[src/rtl/period_mult_timer.sv]
module period_mult_timer #(
  parameter int CW = 32,
  parameter int RW = 16,
  parameter int TW = 16
) (
  input  logic          clk,
  input  logic          rst_n,
  input  logic          ext_in,
  input  logic [1:0]    edge_sel,
  input  logic [1:0]    div_sel,
  input  logic [TW-1:0] cmp_val,
  output logic [CW-1:0] capture,
  output logic          cap_stb,
  output logic          clr_out,
  output logic          tick,
  output logic [TW-1:0] mul_cnt,
  output logic          cmp_hit
);
  localparam int MIN_SHIFT = 5;

  logic [2:0]    sync_q;
  logic [CW-1:0] free_q, last_q, cap_q;
  logic          stb_q, run_q, hit_q;
  logic [RW-1:0] down_q, reload;
  logic [TW-1:0] mul_q;
  logic [CW-1:0] shifted;

  wire rise    = sync_q[1] & ~sync_q[2];
  wire fall    = ~sync_q[1] & sync_q[2];
  wire cap_now = (edge_sel[0] & rise) | (edge_sel[1] & fall);

  assign shifted = cap_q >> (MIN_SHIFT + int'(div_sel));

  always_comb begin
    if (|(shifted >> RW))         reload = '1;
    else if (shifted[RW-1:0] == '0) reload = RW'(1);
    else                          reload = shifted[RW-1:0];
  end

  assign tick = run_q && (down_q == '0);

  always_ff @(posedge clk) begin
    if (!rst_n) begin
      sync_q <= '0;
      free_q <= '0;
      last_q <= '0;
      cap_q  <= '0;
      stb_q  <= 1'b0;
      run_q  <= 1'b0;
    end else begin
      sync_q <= {sync_q[1:0], ext_in};
      free_q <= free_q + CW'(1);
      stb_q  <= cap_now;
      if (cap_now) begin
        cap_q  <= free_q - last_q;
        last_q <= free_q;
        run_q  <= 1'b1;
      end
    end
  end

  always_ff @(posedge clk) begin
    if (!rst_n) begin
      down_q <= '0;
      mul_q  <= '0;
      hit_q  <= 1'b0;
    end else begin
      hit_q <= tick && ((mul_q + TW'(1)) == cmp_val);
      if (tick) begin
        down_q <= reload - RW'(1);
        mul_q  <= mul_q + TW'(1);
      end else if (run_q) begin
        down_q <= down_q - RW'(1);
      end
    end
  end

  assign capture = cap_q;
  assign cap_stb = stb_q;
  assign clr_out = stb_q;
  assign mul_cnt = mul_q;
  assign cmp_hit = hit_q;
endmodule

[config.mk]
export PLATFORM = sky130hd
export DESIGN_NAME = period_mult_timer
export DESIGN_NICKNAME = d
export VERILOG_FILES = /design/src/rtl/period_mult_timer.sv
export SDC_FILE = /design/constraint.sdc
export NUM_CORES = 1
export LEC_CHECK = 0
export BUFFER_PORTS_ARGS = -buffer_cell sky130_fd_sc_hd__clkbuf_2
export CAP_MARGIN = 20
export CORE_ASPECT_RATIO = 0.9
export CORE_MARGIN = 3
export CORE_UTILIZATION = 55
export CTS_BUF_LIST = sky130_fd_sc_hd__clkbuf_8 sky130_fd_sc_hd__clkbuf_16
export CTS_CLUSTER_DIAMETER = 80
export DETAILED_ROUTE_END_ITERATION = 8
export PLACE_DENSITY = 0.79
export SLEW_MARGIN = 20
export SYNTH_ARGS = -nofsm -noshare
export SYNTH_HDL_FRONTEND = slang
export SYNTH_SLANG_ARGS = --single-unit
[constraint.sdc]
create_clock -name clk -period 2.85 [get_ports clk]
set_clock_uncertainty 0.15 [all_clocks]
set_input_delay 0.1425 -clock clk [delete_from_list [all_inputs] [get_ports clk]]
set_output_delay 0.1425 -clock clk [all_outputs]
set_load 0.005 [all_outputs]
==> summary.md, run 1 <==
| Metric | Value |
|---|---|
| Outcome | finished with violations |
| Failing checks | setup timing |
| Core area | 14300 um^2 |
| Port buffer count | 74 |
| Seq/Total Area, Yosys | 0.327 |
| Final wirelength | 22300 um |
| Count of antenna-violating nets left after detailed routing | 0 |
| Mux contribution to synthesized area | 0.0489 |
| Worst Tran Pin Value | 0.684 ns |
| Hold Crit Class | in2reg |
| CP endpoint kind | flip-flop |
| Fin worst setup slack | -0.0569 ns |
| Largest net degree at the start of global routing | 75 |
| DR WL/cell | 16.2 um |
| Post-detail-place hpwl | 14900 um |
| DRT iter0 DRCs | 660 |
| Largest family of logic cells by synthesized area | simple AND/OR/NAND/NOR gates |
| H-tree levels | 4 |
| Overall power | 4.97 mW |
| Fillcell total | 1073 |
| Max Cap Violations | 0 |
| Worst EP arrival | 3.11 ns |
| EDFF count, synth | 0 |
| IO Pins | 75 |
| Adder-cell share of the synthesized area | 0.0543 |
| Commonest cells in the netlist | nand2_1 (138), dfxtp_1 (134), a21oi_1 (93) |
| CTS Buf Count | 17 |
| Final net count | 1231 |
| First-pass GRT wire length | 34900 um |
| Worst-path fanout max | 6 |
| Grt total ovfl | 0 |
| Num Clock Sinks | 134 |
| Vias per inst | 5.82 |
| Clk Latency, worst-skew pair | 0.43 ns |
| Syn Inst Count | 1035 |
| Unrepaired setup endpoints after global routing | true |
| Max-slew violations | 0 |
| Synth Area in Simple Gates | 0.266 |
| Die span in y | 122 um |
| TritonCTS clock tree | done |
| Finish-stage setup viols | 1 |
| FF/Latch Area | 2690 um^2 |
| Power per cell area | 490 nW/um^2 |
| Row count | 41 |
| Synth Area in Compound Gates | 0.169 |
| Top-count cell post-synth | nand2_1 |
| Final instance area | 10200 um^2 |
| Area Growth Syn to Fin | 23.7% |
| CP Launch Type | flip-flop |
| Placed cells | 1335 |
| Post-Syn Nets | 1093 |
| Highest Clock Rate | 0.344 GHz |
| Post-DP Area | 9260 um^2 |
| Share of the synthesized area in the top cell type | 0.327 |
| # diodes | 0 |
| Hold Path Depth | 5 |
| Ys flop type | dfxtp_1 |
| Final Critical Period | 2.91 ns |
| Fin. Hold Viols | 0 |
| Fraction of layout cells with a size suffix above 1 | 0.218 |
| Clock buffer depth | 2 |
| DRC | 0 |
| Top cells by area, synth | dfxtp_1 (33%), nand2_1 (6.3%), xnor2_1 (5.9%) |
| Part of the cycle the worst path needs | 1.02 |
| Clock Pin Slew Worst Setup and Hold Paths | 0.06 ns |
| Worst VDD drop | 0.438 mV |
| Die extent in x | 135 um |
| Number of global-route vias before repair | 7138 |
| Starting Density | 0.573 |
| Vias | 8023 |
| Critical path type | reg2reg |
| Worst slew margin | 0.542 |
| XOR/XNOR share of the synthesized area | 0.0907 |
| Syn Area/Cell | 7.93 um^2 |
| Initial antenna violation count | 0 |
| Req. time, crit path | 3.05 ns |
| Async set-reset flop share out of synthesis | 0 |
| Multi-input gate area | 5380 um^2 |
| Placer Congestion | 0.926 |
| Fin cells | 1379 |
| FF-to-FF path depth | 11 |
| Seq cells post-synth | 134 |
| Global-route usage over all layers | 0.259 |
| First-pass iteration count of the detailed router | 7 |
| Leak | 4.04 nW |
| Root Driver | clkbuf_16 |
| DIE AREA | 16400 um^2 |
| Yosys top cell by area | dfxtp_1 |
| Count of different cell masters after synthesis | 73 |
| Synth warnings | 0 |
| Mapped Area | 8210 um^2 |
[kinds of logic after synthesis]
kind of cell,after synthesis
AND/OR/NAND/NOR,438
AO/OA/AOI/OAI,222
buffers and inverters,92
flip-flops,134
adder cells (fa/ha/maj),35
multiplexers,29
XOR/XNOR,85
[critical path: stages (launching register included)]
cell     delay, ns
dfxtp_1       0.37
mux4_2        0.49
nor4_2        0.27
nand2_1       0.13
nor4b_4       0.30
o22ai_2       0.16
ha_2          0.22
buf_4         0.15
o21a_1        0.18
o21ai_0       0.21
o21ai_0       0.12
nor2_1        0.09
[state kept, by name, summed over array words and instances, names as in the netlist]
signal,count
run_q,1
cap_stb,1
free_q,32
sync_q,3
down_q,16
mul_cnt,16
cmp_hit,1
capture,32
last_q,32
[worst paths after layout]
check | start | end | slack (ns)
setup / recovery | capture[18] | down_q[2] | -0.06
hold / removal | cmp_val[15] | cmp_hit | 0.07
setup reg to reg | capture[18] | down_q[2] | -0.06
hold reg to reg | sync_q[0] | sync_q[1] | 0.29
[power by group]
| group | internal (mW) | switching (mW) |
|---|---|---|
| Sequential | 1.91 | 0.0405 |
| Combinational | 0.397 | 0.486 |
| Clock | 1.30 | 0.846 |
| Total | 3.60 | 1.37 |
[per-layer routing]
layer  routed length (um)  global-route usage
met1                 9860               0.355
met2                10600               0.416
met3                 1400              0.0462
met4                  486              0.0827
met5                    0                   0
[placed cells by master (no fill, tap or decap), types with 16 or more instances in the layout]
master / n
clkbuf_16: 17
and2_1: 16
clkbuf_2: 74
a21oi_1: 92
o21ai_0: 33
nand3_1: 55
nand2_1: 138
dfxtp_1: 128
buf_4: 86
nor2_1: 84
and3_1: 21
xor2_1: 30
ha_1: 32
nor3_1: 21
xnor2_1: 55
or3_1: 16
inv_1: 45
[what timing repair did]
item | CTS | global route
setup buffers | 2 | 7
setup endpoints to repair | 4 | 22
hold buffers | 3 | 0
pin swaps | 7 | 18
hold endpoints to repair | 2 | 0
resized for setup | 7 | 37
[stage by stage]
stage               utilization  setup slack, ns  hold WS [ns]  TNS (ns)
detailed placement        0.647           -0.223         0.209    -0.980
finish                    0.709          -0.0569        0.0663   -0.0569
CTS                       0.693          0.00211        0.0583         0
global placement          0.647          -0.0941         0.204    -0.346
global route              0.709           -0.131        0.0978    -0.631
floorplan                     -          0.00854         0.120         0
[area by class of cell]
cell class,instances,area share
inverter,46,0.0171
timing repair buffer,165,0.107
tap,193,0.0238
clock inverter,14,0.0134
clock buffer,18,0.0433
sequential,134,0.265
multi-input combinational,809,0.530
Power figures use the tool's default switching activity.
==> inputs of run 2 (changes only) <==
--- a/config.mk
+++ b/config.mk
@@ -10,7 +10,7 @@
 export CORE_ASPECT_RATIO = 0.9
 export CORE_MARGIN = 3
 export CORE_UTILIZATION = 55
-export CTS_BUF_LIST = sky130_fd_sc_hd__clkbuf_8 sky130_fd_sc_hd__clkbuf_16
+export CTS_BUF_LIST = sky130_fd_sc_hd__clkbuf_16
 export CTS_CLUSTER_DIAMETER = 80
 export DETAILED_ROUTE_END_ITERATION = 8
 export PLACE_DENSITY = 0.79
==> run 2 against run 1 <==
  * Sequential power is essentially flat
  * Worst hold slack got worse by 0.0050 ns
  * Core utilization shrank 0.070 points
  * Non-clock buffer count is the same
  * Flip-flop and latch count unchanged
  * Highest routed layer unchanged
  * The run still ends with setup timing left
  * Critical path type unchanged
  * Maximum frequency increased by 0.41%
  * Cell count unchanged
==> summary.md, run 2 (synthesized netlist as in run 1, its figures left out) <==
| Metric | Value |
|---|---|
| Leak | 4.04 nW (about the same) |
| Fraction of layout cells with a size suffix above 1 | 0.218 (about the same) |
| Switching Share | 0.277 (was 0.276) |
| Worst VDD drop | 0.441 mV (was 0.438 mV) |
| Post-detail-place hpwl | 14900 um (unchanged) |
| Hold EP | cmp_hit (unchanged) |
| Max-slew violations | 0 (unchanged) |
| Largest net degree at the start of global routing | 75 (unchanged) |
| H-tree levels | 4 (unchanged) |
| Hold Crit Start | cmp_val[15] (unchanged) |
| Unrepaired setup endpoints after global routing | true (unchanged) |
| Core area | 14300 um^2 (unchanged) |
| Vias | 8014 (was 8023) |
| # diodes | 0 (unchanged) |
| Number of global-route vias before repair | 7112 (was 7138) |
| Critical path type | reg2reg (unchanged) |
| Count of antenna-violating nets left after detailed routing | 0 (unchanged) |
| Worst-path fanout max | 6 (unchanged) |
| CP Launch Type | flip-flop (unchanged) |
| Row count | 41 (unchanged) |
| FF-to-FF path depth | 11 (unchanged) |
| R2r endpoint | down_q[2] (unchanged) |
| Num Clock Sinks | 134 (unchanged) |
| CTS Buf Count | 17 (unchanged) |
| Die span in y | 122 um (unchanged) |
| IO Pins | 75 (unchanged) |
| Req. time, crit path | 3.06 ns (was 3.05 ns) |
| Final Critical Period | 2.90 ns (was 2.91 ns) |
| Global-route usage over all layers | 0.258 (was 0.259) |
| Clock buffer depth | 2 (unchanged) |
| Final net count | 1231 (unchanged) |
| First-pass iteration count of the detailed router | 6 (was 7) |
| Placer Congestion | 0.926 (unchanged) |
| DRC | 0 (unchanged) |
| Logic pwr share | 0.178 (was 0.177) |
| Worst EP arrival | 3.10 ns (was 3.11 ns) |
| Commonest cells after routing, fill and taps aside | nand2_1 (138), dfxtp_1 (128), a21oi_1 (92) (unchanged) |
| Area Growth Syn to Fin | 23.6% (was 23.7%) |
| Final wirelength | 22100 um (was 22300 um) |
| Total net switching power | 1.37 mW (about the same) |
| Max Cap Violations | 0 (unchanged) |
| Worst slew margin | 0.545 (was 0.542) |
| Worst Tran Pin Value | 0.681 ns (was 0.684 ns) |
| CP endpoint kind | flip-flop (unchanged) |
| First-pass GRT wire length | 34700 um (was 34900 um) |
| Clock network fraction of total power | 0.428 (was 0.431) |
| Post-placement worst setup slack | -0.223 ns (unchanged) |
| TritonCTS clock tree | done (unchanged) |
| Hold Crit Class | in2reg (unchanged) |
| Port buffer count | 74 (unchanged) |
| DRT iter0 DRCs | 676 (was 660) |
| Failing checks | setup timing (unchanged) |
| Hold Path Depth | 5 (unchanged) |
| Setup slack, reg-to-reg | -0.05 ns (was -0.06 ns) |
| Clk Latency, worst-skew pair | 0.43 ns (about the same) |
| Outcome | finished with violations (unchanged) |
| Finish-stage setup viols | 1 (unchanged) |
| Highest Clock Rate | 0.345 GHz (was 0.344 GHz) |
| Fin worst setup slack | -0.0452 ns (was -0.0569 ns) |
| Commonest non-fill, non-tap cell in the layout | nand2_1 (unchanged) |
| Initial antenna violation count | 0 (unchanged) |
| Fin. Hold Viols | 0 (unchanged) |
| Clock Pin Slew Worst Setup and Hold Paths | 0.06 ns (about the same) |
| DR WL/cell | 16.1 um (was 16.2 um) |
| RR Startpoint | capture[18] (unchanged) |
| Part of the cycle the worst path needs | 1.02 (about the same) |
| Die extent in x | 135 um (unchanged) |
| Pint | 3.58 mW (was 3.60 mW) |
| DIE AREA | 16400 um^2 (unchanged) |
| Vias per inst | 5.81 (was 5.82) |
| Power per cell area | 488 nW/um^2 (was 490 nW/um^2) |
| Overall power | 4.95 mW (was 4.97 mW) |
| Setup TNS | -0.0452 ns (was -0.0569 ns) |
| Root Driver | clkbuf_16 (unchanged) |
| Sequential power share | 0.394 (was 0.392) |
| Grt total ovfl | 0 (unchanged) |
| Starting Density | 0.573 (unchanged) |
[run 2: changes by cell type in the layout (fill, tap and decap cells not counted), sizes merged]
cell / previous run / this run
clkbuf: 92 / 91
clkinv: 5 / 6
[run 2: routing by layer]
| layer | vias to the layer above | GRT usage | routed length [um] |
|---|---|---|---|
| met4 | 0 | 0.0872 | 551 |
| met2 | 297 | 0.410 | 10500 |
| met1 | 3703 | 0.355 | 9720 |
| met5 | - | 0 | 0 |
| met3 | 61 | 0.0462 | 1410 |
| li1 | 3953 | - | - |
[run 2: timing repair]
action | in CTS | in global routing
gates resized for setup | 7 | 37
setup endpoints to repair | 4 | 22
hold buffers | 3 | 0
endpoints found under the hold margin | 2 | 0
buffers inserted | 2 | 7
pin swaps | 7 | 18
cloned | 0 | 0
[run 2: power groups by stage]
| stage | sequential [mW] | combinational (mW) | clock (mW) |
|---|---|---|---|
| 6_report | 1.95 | 0.880 | 2.12 |
| 5_1_grt | 1.95 | 0.947 | 2.23 |
| 4_1_cts | 1.95 | 0.798 | 2.14 |
| 3_5_place_dp | 1.98 | 0.767 | 0 |
| 3_3_place_gp | 1.98 | 0.755 | 0 |
| 2_1_floorplan | 1.98 | 0.526 | 0 |
[run 2: through the flow]
step / hold slack, ns / cell area (um^2) / cells / utilization
final: 0.0612 / 10100 / 1379 / 0.709
after global routing: 0.0965 / 10100 / 1379 / 0.709
after CTS: 0.0583 / 9910 / 1372 / 0.692
after detailed placement: 0.209 / 9260 / 1335 / 0.647
after global placement: 0.204 / 9260 / 1335 / 0.647
after floorplan: 0.120 / 8210 / 1035 / -
[run 2: cell type report]
class,instances,area [um^2]
clock buffers,17,425
clock inverters,15,140
fillers,1074,4170
inverters,46,174
multi-input cells,809,5380
flip-flops and latches,134,2690
well taps,193,241
repair buffers,165,1090
[run 2: worst max path at each step]
stage / start / to / cells past startpoint
after floorplan: free_q[14] / capture[31] / 10
after global placement: div_sel[0] / down_q[10] / 13
after detailed placement: div_sel[0] / down_q[10] / 13
after CTS: down_q[9] / down_q[10] / 11
after global routing: down_q[5] / down_q[12] / 11
final: capture[18] / down_q[2] / 11
[run 2: critical path, stage by stage (launching register included)]
cell and delay (ns):
dfxtp_1 0.36, mux4_2 0.49, nor4_2 0.27, nand2_1 0.13, nor4b_4 0.30, o22ai_2 0.16
ha_2 0.22, buf_4 0.15, o21a_1 0.18, o21ai_0 0.21, o21ai_0 0.12, nor2_1 0.09
==> inputs of run 3 (changes only) <==
--- a/config.mk
+++ b/config.mk
@@ -14,6 +14,7 @@
 export CTS_CLUSTER_DIAMETER = 80
 export DETAILED_ROUTE_END_ITERATION = 8
 export PLACE_DENSITY = 0.79
+export REMOVE_ABC_BUFFERS = 1
 export SLEW_MARGIN = 20
 export SYNTH_ARGS = -nofsm -noshare
 export SYNTH_HDL_FRONTEND = slang
==> run 3 against run 2 <==
  * The flow still finishes with violations (setup timing)
  * Critical path type unchanged
  * Clock-buffer cell count unchanged
  * Flip-flop and latch count unchanged
  * Cell count up 0.80%
  * Maximum frequency up 0.47%
  * Largest cell class unchanged
  * Clock power up 11%
  * Register-to-register slack about the same
  * Wire length down 0.89%
  * Sequential share of layout area down 0.42 points
  * Sequential power about the same
  * Die area unchanged
==> summary.md, run 3 (synthesized netlist as in run 1, its figures left out) <==
| Metric | Value |
|---|---|
| Commonest cells after routing, fill and taps aside | nand2_1 (138), dfxtp_1 (127), buf_4 (96) (was nand2_1 (138), dfxtp_1 (128), a21oi_1 (92)) |
| Overall power | 5.19 mW (was 4.95 mW) |
| Worst slew margin | 0.558 (was 0.545) |
| Worst Tran Pin Value | 0.663 ns (was 0.681 ns) |
| Area Growth Syn to Fin | 25.7% (was 23.6%) |
| Leak | 4.16 nW (was 4.04 nW) |
| Worst-path fanout max | 6 (unchanged) |
| Num Clock Sinks | 134 (unchanged) |
| FF/Latch Area | 2700 um^2 (was 2690 um^2) |
| Grt total ovfl | 0 (unchanged) |
| Max-slew violations | 0 (unchanged) |
| Finish-stage setup viols | 1 (unchanged) |
| Part of the cycle the worst path needs | 1.01 (was 1.02) |
| Starting Density | 0.573 (unchanged) |
| Final net count | 1242 (was 1231) |
| DRC | 0 (unchanged) |
| Die extent in x | 135 um (unchanged) |
| Critical path type | reg2reg (unchanged) |
| Port buffer count | 74 (unchanged) |
| TritonCTS clock tree | done (unchanged) |
| Clock Pin Slew Worst Setup and Hold Paths | 0.06 ns (about the same) |
| Fin. Hold Viols | 0 (unchanged) |
| Final Critical Period | 2.88 ns (was 2.90 ns) |
| Fillcell total | 1056 (was 1074) |
| Fin cells | 1390 (was 1379) |
| Highest Clock Rate | 0.347 GHz (was 0.345 GHz) |
| Hold Crit Class | in2reg (unchanged) |
| DR WL/cell | 15.8 um (was 16.1 um) |
| Hold Crit Start | rst_n (was cmp_val[15]) |
| Unrepaired setup endpoints after global routing | true (unchanged) |
| DRT iter0 DRCs | 465 (was 676) |
| Placed cells | 1347 (was 1335) |
| Hold Path Depth | 3 (was 5) |
| Fraction of layout cells with a size suffix above 1 | 0.229 (was 0.218) |
| Placer Congestion | 0.942 (was 0.926) |
| Largest net degree at the start of global routing | 65 (was 75) |
| Die span in y | 122 um (unchanged) |
| Final Core Density | 0.721 (was 0.709) |
| Count of antenna-violating nets left after detailed routing | 0 (unchanged) |
| Worst VDD drop | 0.465 mV (was 0.441 mV) |
| Clock buffer depth | 2 (unchanged) |
| Commonest non-fill, non-tap cell in the layout | nand2_1 (unchanged) |
| IO Pins | 75 (unchanged) |
| Failing checks | setup timing (unchanged) |
| Post-DP Area | 9350 um^2 (was 9260 um^2) |
| Global-route usage over all layers | 0.268 (was 0.258) |
| Number of global-route vias before repair | 7592 (was 7112) |
| Power per cell area | 503 nW/um^2 (was 488 nW/um^2) |
| Initial antenna violation count | 0 (unchanged) |
| H-tree levels | 4 (unchanged) |
| Vias per inst | 5.75 (was 5.81) |
| Core area | 14300 um^2 (unchanged) |
| Post-detail-place hpwl | 15200 um (was 14900 um) |
| DIE AREA | 16400 um^2 (unchanged) |
| Vias | 7998 (was 8014) |
| Clk Latency, worst-skew pair | 0.43 ns (about the same) |
| Setup slack, reg-to-reg | -0.03 ns (was -0.05 ns) |
| R2r endpoint | down_q[12] (was down_q[2]) |
| Multi-input gate area | 5410 um^2 (was 5380 um^2) |
| Final wirelength | 21900 um (was 22100 um) |
| Worst EP arrival | 3.07 ns (was 3.10 ns) |
| First-pass iteration count of the detailed router | 5 (was 6) |
| Req. time, crit path | 3.04 ns (was 3.06 ns) |
| Hold EP | capture[2] (was cmp_hit) |
| Root Driver | clkbuf_16 (unchanged) |
| RR Startpoint | capture[21] (was capture[18]) |
| Row count | 41 (unchanged) |
| FF-to-FF path depth | 11 (unchanged) |
| Outcome | finished with violations (unchanged) |
| Max Cap Violations | 0 (unchanged) |
| CP Launch Type | flip-flop (unchanged) |
| # diodes | 0 (unchanged) |
| CTS Buf Count | 17 (unchanged) |
| Fin worst setup slack | -0.0315 ns (was -0.0452 ns) |
| First-pass GRT wire length | 36100 um (was 34700 um) |
| Final instance area | 10300 um^2 (was 10100 um^2) |
| CP endpoint kind | flip-flop (unchanged) |
| Worst hold slack | 0.0287 ns (was 0.0612 ns) |
==> run 3: cell count changes in the layout (fill, tap and decap cells not counted), moves of 3 or more <==
| cell | previous run | this run |
|---|---|---|
| clkinvlp_4 | 7 | 2 |
| inv_6 | 0 | 3 |
| buf_4 | 86 | 96 |
| clkinv_2 | 5 | 2 |
==> run 3: per-layer routing <==
metal / part of all wire / vias to the layer above / GRT usage
met1: 0.45 / 3746 / 0.358
met3: 0.061 / 25 / 0.0508
li1: - / 3973 / -
met2: 0.48 / 254 / 0.447
met5: 0 / - / 0
met4: 0.012 / 0 / 0.0725
==> run 3: cell type report <==
type / count / share of cell area
sequential: 134 / 0.261
tap: 193 / 0.0234
inverter: 46 / 0.0169
clock inverter: 15 / 0.0196
multi-input combinational: 809 / 0.524
clock buffer: 17 / 0.0412
timing repair buffer: 176 / 0.114
==> run 3: how the worst max path moves through the flow <==
| stage | start | to | cells past startpoint |
|---|---|---|---|
| floorplan | sync_q[1] | capture[17] | 4 |
| global placement | div_sel[0] | down_q[2] | 13 |
| detailed placement | div_sel[0] | down_q[12] | 12 |
| CTS | capture[21] | down_q[10] | 11 |
| global route | capture[21] | down_q[12] | 11 |
| finish | capture[21] | down_q[12] | 11 |
==> run 3: critical path, stage by stage, from the launching register on <==
cell      delay (ns)
dfxtp_4         0.35
mux2_4          0.28
o21ba_4         0.22
nor4_4          0.27
buf_4           0.15
o211ai_1        0.12
o22ai_2         0.15
ha_2            0.24
nand3_4         0.10
nor3_4          0.35
a211oi_2        0.13
nor4_2          0.29
==> run 3: power breakdown <==
part           total [mW]  switching, mW  leakage, nW  internal [mW]
Combinational       0.884          0.482         2.76          0.401
Clock                2.36          0.888        0.305           1.47
Sequential           1.94         0.0362         1.09           1.91
Total                5.19           1.41         4.16           3.78
==> run 3: timing repair <==
item                                    4_1_cts  5_1_grt
endpoints found under the setup margin       11       25
hold buffers                                  3        0
gates cloned                                  0        0
hold endpoints to repair                      2        0
setup buffers                                 1        7
resized for setup                            10       45
pin swaps                                     6       25
==> run 3: metrics by stage <==
step / TNS (ns) / setup slack [ns]
floorplan: -27.71 / -0.651
global placement: -0.0845 / -0.0327
detailed placement: -0.789 / -0.138
CTS: 0 / 0.00314
global route: -0.447 / -0.139
finish: -0.0315 / -0.0315
